<file path="config.mk">
export PLATFORM = sky130hd
export DESIGN_NAME = clk_ratio_gen
export DESIGN_NICKNAME = d
export VERILOG_FILES = /design/src/rtl/ratio_pkg.sv /design/src/rtl/ratio_cfg_latch.sv /design/src/rtl/ratio_phase_gen.sv /design/src/rtl/clk_ratio_gen.sv
export SDC_FILE = /design/constraint.sdc
export NUM_CORES = 1
export LEC_CHECK = 0
export BUFFER_PORTS_ARGS = -buffer_cell sky130_fd_sc_hd__clkbuf_2
export CAP_MARGIN = 0
export CORE_ASPECT_RATIO = 0.7
export CORE_MARGIN = 2
export CORE_UTILIZATION = 25
export DETAILED_ROUTE_END_ITERATION = 8
export PLACE_DENSITY = 0.52
export RECOVER_POWER = 100
export SLEW_MARGIN = 15
export SYNTH_ARGS = -nofsm -noshare
export SYNTH_HDL_FRONTEND = slang
export SYNTH_SLANG_ARGS = --single-unit
</file>
<file path="constraint.sdc">
create_clock -name clk_i -period 1.7 [get_ports clk_i]
set_input_delay 0.34 -clock clk_i [delete_from_list [all_inputs] [get_ports clk_i]]
set_output_delay 0.34 -clock clk_i [all_outputs]
set_load 0.005 [all_outputs]
</file>
<file path="src/rtl/ratio_pkg.sv">
package ratio_pkg;
  localparam int unsigned CFG_W    = 4;
  localparam int unsigned MAX_HALF = 8;
  localparam int unsigned HALF_W   = $clog2(MAX_HALF + 1);

  typedef struct packed {
    logic [HALF_W-1:0] half;   // bus period in reference ticks, 0 = stopped
    logic              bypass;
    logic              off;
    logic              bad;
  } mode_t;

  function automatic mode_t decode_cfg(input logic [CFG_W-1:0] c);
    mode_t m;
    m = '0;
    case (c)
      4'b0000: m.half = HALF_W'(2);
      4'b1100: m.half = HALF_W'(3);
      4'b0100: m.half = HALF_W'(4);
      4'b0110: m.half = HALF_W'(5);
      4'b1000: m.half = HALF_W'(6);
      4'b1110: m.half = HALF_W'(7);
      4'b1010: m.half = HALF_W'(8);
      4'b0011: begin m.half = HALF_W'(2); m.bypass = 1'b1; end
      4'b1111: m.off = 1'b1;
      default: m.bad = 1'b1;
    endcase
    return m;
  endfunction
endpackage

</file>
<file path="src/rtl/ratio_cfg_latch.sv">
module ratio_cfg_latch
  import ratio_pkg::*;
(
  input  logic             clk_i,
  input  logic             rst_ni,
  input  logic [CFG_W-1:0] cfg_i,
  output mode_t            mode_o,
  output logic             run_o
);
  logic  hold_q;
  mode_t mode_q;

  always_ff @(posedge clk_i or negedge rst_ni) begin
    if (!rst_ni) hold_q <= 1'b1;
    else         hold_q <= 1'b0;
  end

  // sample only in reset and on the first edge after release
  always_ff @(posedge clk_i) begin
    if (hold_q) mode_q <= decode_cfg(cfg_i);
  end

  assign mode_o = mode_q;
  assign run_o  = ~hold_q;


  mode_frozen_chk: assert property (@(posedge clk_i) disable iff (!rst_ni)
    run_o |=> $stable(mode_q));
endmodule

</file>
<file path="src/rtl/ratio_phase_gen.sv">
module ratio_phase_gen
  import ratio_pkg::*;
(
  input  logic              clk_i,
  input  logic              rst_ni,
  input  logic              run_i,
  input  logic [HALF_W-1:0] half_i,
  output logic              core_en_o,
  output logic              bus_en_o
);
  logic [HALF_W-1:0] cnt_q;
  logic              ph_q;
  logic              active;
  logic              wrap;

  assign active = run_i && (half_i != '0);
  assign wrap   = (cnt_q == half_i - HALF_W'(1));

  always_ff @(posedge clk_i or negedge rst_ni) begin
    if (!rst_ni) begin
      cnt_q <= '0;
      ph_q  <= 1'b0;
    end else if (active) begin
      cnt_q <= wrap ? '0 : cnt_q + HALF_W'(1);
      ph_q  <= ~ph_q;
    end
  end

  assign core_en_o = active && !ph_q;
  assign bus_en_o  = active && (cnt_q == '0);


  core_spacing_chk: assert property (@(posedge clk_i) disable iff (!rst_ni)
    core_en_o |=> !core_en_o);

  bus_spacing_chk: assert property (@(posedge clk_i) disable iff (!rst_ni)
    bus_en_o |=> !bus_en_o);

  int_align_chk: assert property (@(posedge clk_i) disable iff (!rst_ni)
    (bus_en_o && !half_i[0]) |-> core_en_o);
endmodule

</file>
<file path="src/rtl/clk_ratio_gen.sv">
module clk_ratio_gen
  import ratio_pkg::*;
(
  input  logic             clk_i,
  input  logic             rst_ni,
  input  logic [3:0]       cfg_i,
  output logic             core_en_o,
  output logic             bus_en_o,
  output logic             bypass_o,
  output logic             clk_off_o,
  output logic             invalid_o,
  output logic [3:0]       ratio_o
);
  mode_t mode;
  logic  run;

  ratio_cfg_latch i_cfg (
    .clk_i  (clk_i),
    .rst_ni (rst_ni),
    .cfg_i  (cfg_i),
    .mode_o (mode),
    .run_o  (run)
  );

  ratio_phase_gen i_phase (
    .clk_i     (clk_i),
    .rst_ni    (rst_ni),
    .run_i     (run),
    .half_i    (mode.half),
    .core_en_o (core_en_o),
    .bus_en_o  (bus_en_o)
  );

  assign bypass_o  = mode.bypass;
  assign clk_off_o = mode.off;
  assign invalid_o = mode.bad;
  assign ratio_o   = 4'(mode.half);


  stopped_quiet_chk: assert property (@(posedge clk_i) disable iff (!rst_ni)
    (clk_off_o || invalid_o) |-> !(core_en_o || bus_en_o));
endmodule

</file>
=== Word-level counts from Yosys, hierarchy flattened ===
Index checks and enable logic that the tools add are counted.

* Bits in registers: 13
* Bits in latches: 0
* RAM bits: 0
* Bits in read-only memories: 0
* Bits of input ports: 6
* Output and inout port bits: 9
* Memories kept: 0

* $add $sub $neg: 2
* Multipliers: 0
* Divide/modulo/power cells: 0
* Order comparisons: 0
* Eq/ne operators: 9
* Shift operators: 0
* Mux-type cells: 5
* Bitwise gates (word level): 2
* Reductions and logical operators: 9

{| class="wikitable"
|+ Operators by type and width
! kind !! count
|-
| one-hot mux 4 bit (7 select lines) || 1
|-
| == test 4 bit (second input constant) || 5
|-
| OR reduction 9 bit || 1
|-
| == test 4 x 3 -> 1 bit (second input constant) || 2
|-
| zero test 4 bit || 2
|-
| adder 4 x 1 -> 4 bit (second input constant) || 1
|-
| == test 4 x 2 -> 1 bit (second input constant) || 1
|-
| == test 4 bit || 1
|-
| 2-to-1 mux 4 bit || 1
|-
| nonzero test 4 bit || 1
|-
| subtractor 4 x 1 -> 4 bit (second input constant) || 1
|-
| logical AND 1 bit || 3
|-
| 2-to-1 mux 1 bit || 3
|-
| inverter 1 bit || 2
|-
| OR reduction 2 bit || 1
|-
| zero test 1 bit || 1
|}

=== Depth between registers and ports, before layout ===
* Word-level depth: 3
* Mapped depth: 6
* Gate-level depth less buffers: 6

=== Cells and area by module ===
A second synthesis with hierarchy kept.

* Cells, all modules: 68
* Area total of the unflattened synthesis: 748.2 µm²

{| class="wikitable"
|+ By module, submodules not included
! module !! times used !! cells each !! area an instance (µm²) !! seq. area each (µm²)
|-
| ratio_phase_gen || 1 || 38 || 386.6 || 125.1
|-
| ratio_cfg_latch || 1 || 30 || 361.6 || 236.5
|}

=== Worst setup path before layout ===
Ideal clock, no wire load.

* Path kind: register to register
* Start: register i_cfg.mode_q (netlist bit i_cfg.mode_o[3])
* End: register i_phase.cnt_q[2]
* Library setup time: 0.140 ns
* Arrival: 1.421 ns
* Setup slack: 0.139 ns
* Cell stages (with the launch flop): 7
* Buffers on the path: 0
* Period minus slack after synthesis: 1.561 ns
* Cell sequence: edfxtp_1 inv_1 ha_1 xnor3_1 nand3_2 o2111ai_1 o311ai_2

* Cells in the longest elaborated chain, start to end: 3

{| class="wikitable"
|+ RTL lines
! item !! line !! RTL
|-
| start: declaration || ratio_cfg_latch.sv:11 || <nowiki>mode_t mode_q;</nowiki>
|-
| start signal: assignment || ratio_cfg_latch.sv:20 || <nowiki>if (hold_q) mode_q <= decode_cfg(cfg_i);</nowiki>
|-
| subtractor 4 x 1 -> 4 bit || ratio_phase_gen.sv:17 || <nowiki>assign wrap = (cnt_q == half_i - HALF_W'(1));</nowiki>
|-
| == test 4 bit || ratio_phase_gen.sv:17 ||
|-
| 2-to-1 mux 4 bit || ratio_phase_gen.sv:24 || <nowiki>cnt_q <= wrap ? '0 : cnt_q + HALF_W'(1);</nowiki>
|-
| end signal: assignment || ratio_phase_gen.sv:24 ||
|-
| end: declaration || ratio_phase_gen.sv:11 || <nowiki>logic [HALF_W-1:0] cnt_q;</nowiki>
|}

Several ways; a longest one is shown, not always the timed one.
A chain may end at the register's enable or synchronous reset.

=== Worst setup path after layout ===
* Start: register i_cfg.mode_q (netlist bit i_cfg.mode_o[4])
* End: output bus_en_o

* Cells in the longest elaborated chain, start to end: 3

{| class="wikitable"
|+ RTL lines
! item !! line !! RTL
|-
| nonzero test 4 bit || ratio_phase_gen.sv:16 || <nowiki>assign active = run_i && (half_i != '0);</nowiki>
|-
| logical AND 1 bit || ratio_phase_gen.sv:16 ||
|-
| logical AND 1 bit || ratio_phase_gen.sv:30 || <nowiki>assign bus_en_o = active && (cnt_q == '0);</nowiki>
|-
| end: declaration || clk_ratio_gen.sv:8 || <nowiki>output logic bus_en_o,</nowiki>
|}

No other way between the ends.

==> flow_metrics.env <==
export IMPL_status="finished, final reports clean"
export IMPL_coreArea_um2=2780
export IMPL_crit_path_max_fanout=2
export IMPL_crit_path_end="bus_en_o"
export IMPL_grt_pass1_vias=508
export IMPL_post_route_period_util=0.988
export IMPL_drt_total_wl_um=1410
export IMPL_crit_chain="inv_2 > ha_4 > a21o_1 > nor4b_2 > buf_2"
export IMPL_cp_top_family="flip-flops"
export IMPL_gr_total_overflow=0
export IMPL_endpoint_kind="primary output"
export IMPL_async_flop_share=0.462
export IMPL_r2r_cells=7
export IMPL_final_setup_viol_count=0
export IMPL_ys_seq_elements=13
export IMPL_antenna_found_initial=0
export IMPL_crit_arrival_ps=1340
export IMPL_syn_area_per_cell_um2=11.1
export IMPL_regArea_um2=362
export IMPL_drt_iter0_drc=12
export IMPL_n_antenna_cell=0
export IMPL_n_fill_cell=286
export IMPL_reg2reg_from="i_cfg.mode_o[4]"
export IMPL_cp_slowest_stage_delay_ps=370
export IMPL_viasPerCell=4.39
export IMPL_r2r_end="i_phase.cnt_q[2]"
export IMPL_synthFlopType="edfxtp_1"
export IMPL_grtUsageTotal=0.0985
export IMPL_die_h_um=49.3
export IMPL_clkPwrFrac=0.260
export IMPL_period_needed_ps=1680
export IMPL_synth_commonest_cells="edfxtp_1 (7), inv_1 (6), a21oi_1 (5), dfrtp_1 (5)"
export IMPL_cts_tree="done"
export IMPL_layout_setup_ws_ps=21.2
export IMPL_wl_per_cell_um=11.1
export IMPL_p_comb_frac=0.299
export IMPL_final_antenna_net_count=0
export IMPL_swShare=0.324
export IMPL_postSynthCellCount=66
export IMPL_peakVddDrop_mv=0.313
export IMPL_synth_most_common_cell="edfxtp_1"
export IMPL_cts_root_buf="clkbuf_8"
export IMPL_min_path_type="input port to register"
export IMPL_critPathKind="register to primary output"
export IMPL_clk_pin_slew_ps=50
export IMPL_remaining_drc_errors=0
export IMPL_final_hold_viol_count=0
export IMPL_rsz0062_at_grt="true"
export IMPL_die_area_um2=3380
export IMPL_required_ps=1360
export IMPL_cp_num_buf_inv=2
export IMPL_ys_top_cells_by_area="edfxtp_1 (29%), dfrtp_1 (17%), ha_1 (5.1%)"
export IMPL_yosysSeqAreaShare=0.494
export IMPL_finalClockSkew_ps=2.86
export IMPL_start_kind="register"
export IMPL_synth_area_leader_cell="edfxtp_1"
export IMPL_cp_startpoint="i_cfg.mode_o[4]"
export IMPL_tns_ps=0
export IMPL_cts_buffers=3
export IMPL_synth_top_area_frac=0.287
export IMPL_cp_num_cells=5
export IMPL_p_int_w=0.000712
export IMPL_start_util=0.263
export IMPL_r2r_slack_ps=110
export IMPL_maxCapViolCount=0
export IMPL_multi_input_comb_area_um2=379
export IMPL_first_pass_iters=4
export IMPL_syn_area_um2=732
export IMPL_synth_edf_count=7
export IMPL_finalInstanceArea_um2=978
export IMPL_p_seq_frac=0.441
export IMPL_clock_path_buffers=2
export IMPL_clock_fmax_ghz=0.596
export IMPL_numPortBuffers=14
export IMPL_drive_gt1_frac=0.352
export IMPL_row_count=16
export IMPL_power_leakage_nw=0.413
export IMPL_grt_first_pass_wirelength_um=2370
export IMPL_place_congestion=0.741
export IMPL_synth_cell_type_count=33
export IMPL_worstSkewPairLatency_ps=240
export IMPL_hpwl_um=1040
export IMPL_crit_slowest_cell="edfxtp_1"
export IMPL_syn2layout_area_growth_pct=33.7
export IMPL_clock_sinks=13
export IMPL_num_vias=557
export IMPL_io_pins=15
export IMPL_grt_max_degree=11
export IMPL_powerDensity_nw_per_um2=1080
export IMPL_drv_slew=0
export IMPL_syn_num_nets=75
export IMPL_h_tree_depth=1
export IMPL_preCtsSetupSlack_ps=156
export IMPL_postPlaceCellArea_um2=873
export IMPL_yosysWarningCount=0
export IMPL_die_w_um=68.7
export IMPL_final_nets=101
export IMPL_p_sw_w=0.000341
[repair_timing]
item | CTS | global route
hold buffers | 1 | 0
pin swaps | 0 | 1
setup endpoints to repair | 2 | 2
gates cloned | 0 | 0
buffers inserted | 2 | 1
endpoints found under the hold margin | 5 | 0
gates resized for setup | 4 | 5
[flip-flops by register name, summed over array words and instances, names as in the netlist]
signal / cells
i_phase.cnt_q: 4
i_cfg.mode_o: 7
i_cfg.hold_q: 1
i_phase.ph_q: 1
[metrics by stage]
step | instances | power (W) | hold WS [ps] | utilization
6_report | 127 | 0.00105 | 488 | 0.352
5_1_grt | 127 | 0.00113 | 502 | 0.352
4_1_cts | 126 | 0.00105 | 461 | 0.346
3_5_place_dp | 119 | 0.000749 | 183 | 0.314
3_3_place_gp | 119 | 0.000748 | 180 | 0.314
2_1_floorplan | 66 | 0.000671 | 44.4 | -
[layout by cell type (no fill, tap or decap), types with 3 or more instances in the layout]
| cell | Yosys | layout |
|---|---|---|
| dfrtp_1 | 5 | 5 |
| nand2_1 | 4 | 4 |
| buf_4 | 0 | 6 |
| clkbuf_2 | 0 | 9 |
| o21ai_0 | 4 | 4 |
| inv_1 | 6 | 5 |
| a21oi_1 | 5 | 5 |
| clkbuf_8 | 0 | 3 |
| clkbuf_1 | 1 | 5 |
| edfxtp_1 | 7 | 7 |
[power by group through the flow]
stage               sequential [W]  combinational [W]  clock (W)
floorplan                 0.000450           0.000221          0
global placement          0.000461           0.000287          0
detailed placement        0.000461           0.000288          0
CTS                       0.000459           0.000303   0.000284
global route              0.000474           0.000357   0.000301
finish                    0.000465           0.000314   0.000274
[metal layers]
metal  share of wire  global-route usage  wire length, um
met1            0.54               0.142              764
met3           0.048              0.0370               68
met5               0                   0                0
met2            0.38               0.115              534
met4           0.031              0.0700               44
[worst min-delay path by stage]
stage / cells after the start / from / slack [ps] / to
after floorplan: 0 / rst_ni / 40 / i_phase.cnt_q[0]
after global placement: 1 / rst_ni / 180 / i_phase.cnt_q[0]
after detailed placement: 1 / rst_ni / 180 / i_phase.cnt_q[0]
after CTS: 2 / rst_ni / 460 / i_phase.cnt_q[0]
after global routing: 2 / cfg_i[0] / 500 / i_cfg.mode_o[3]
final: 2 / cfg_i[0] / 490 / i_cfg.mode_o[5]
[cell type report]
class,instances,share of cell area
Tap cell,36,0.0460
Inverter,6,0.0230
Clock buffer,3,0.0422
Clock inverter,1,0.00512
Timing Repair Buffer,22,0.127
Sequential cell,13,0.370
Multi-Input combinational cell,46,0.387
[kinds of logic (layout without fill, tap and decap cells)]
logic type	count (synthesis)	count (layout)	synth area share
buffers and inverters	7	32	0.0359
adder cells (fa/ha/maj)	3	3	0.0513
other	1	1	0.00512
XOR/XNOR	6	6	0.101
AND/OR/NAND/NOR	19	19	0.159
AO/OA/AOI/OAI	17	17	0.154
flip-flops	13	13	0.494
(Power assumes the default switching activity.)
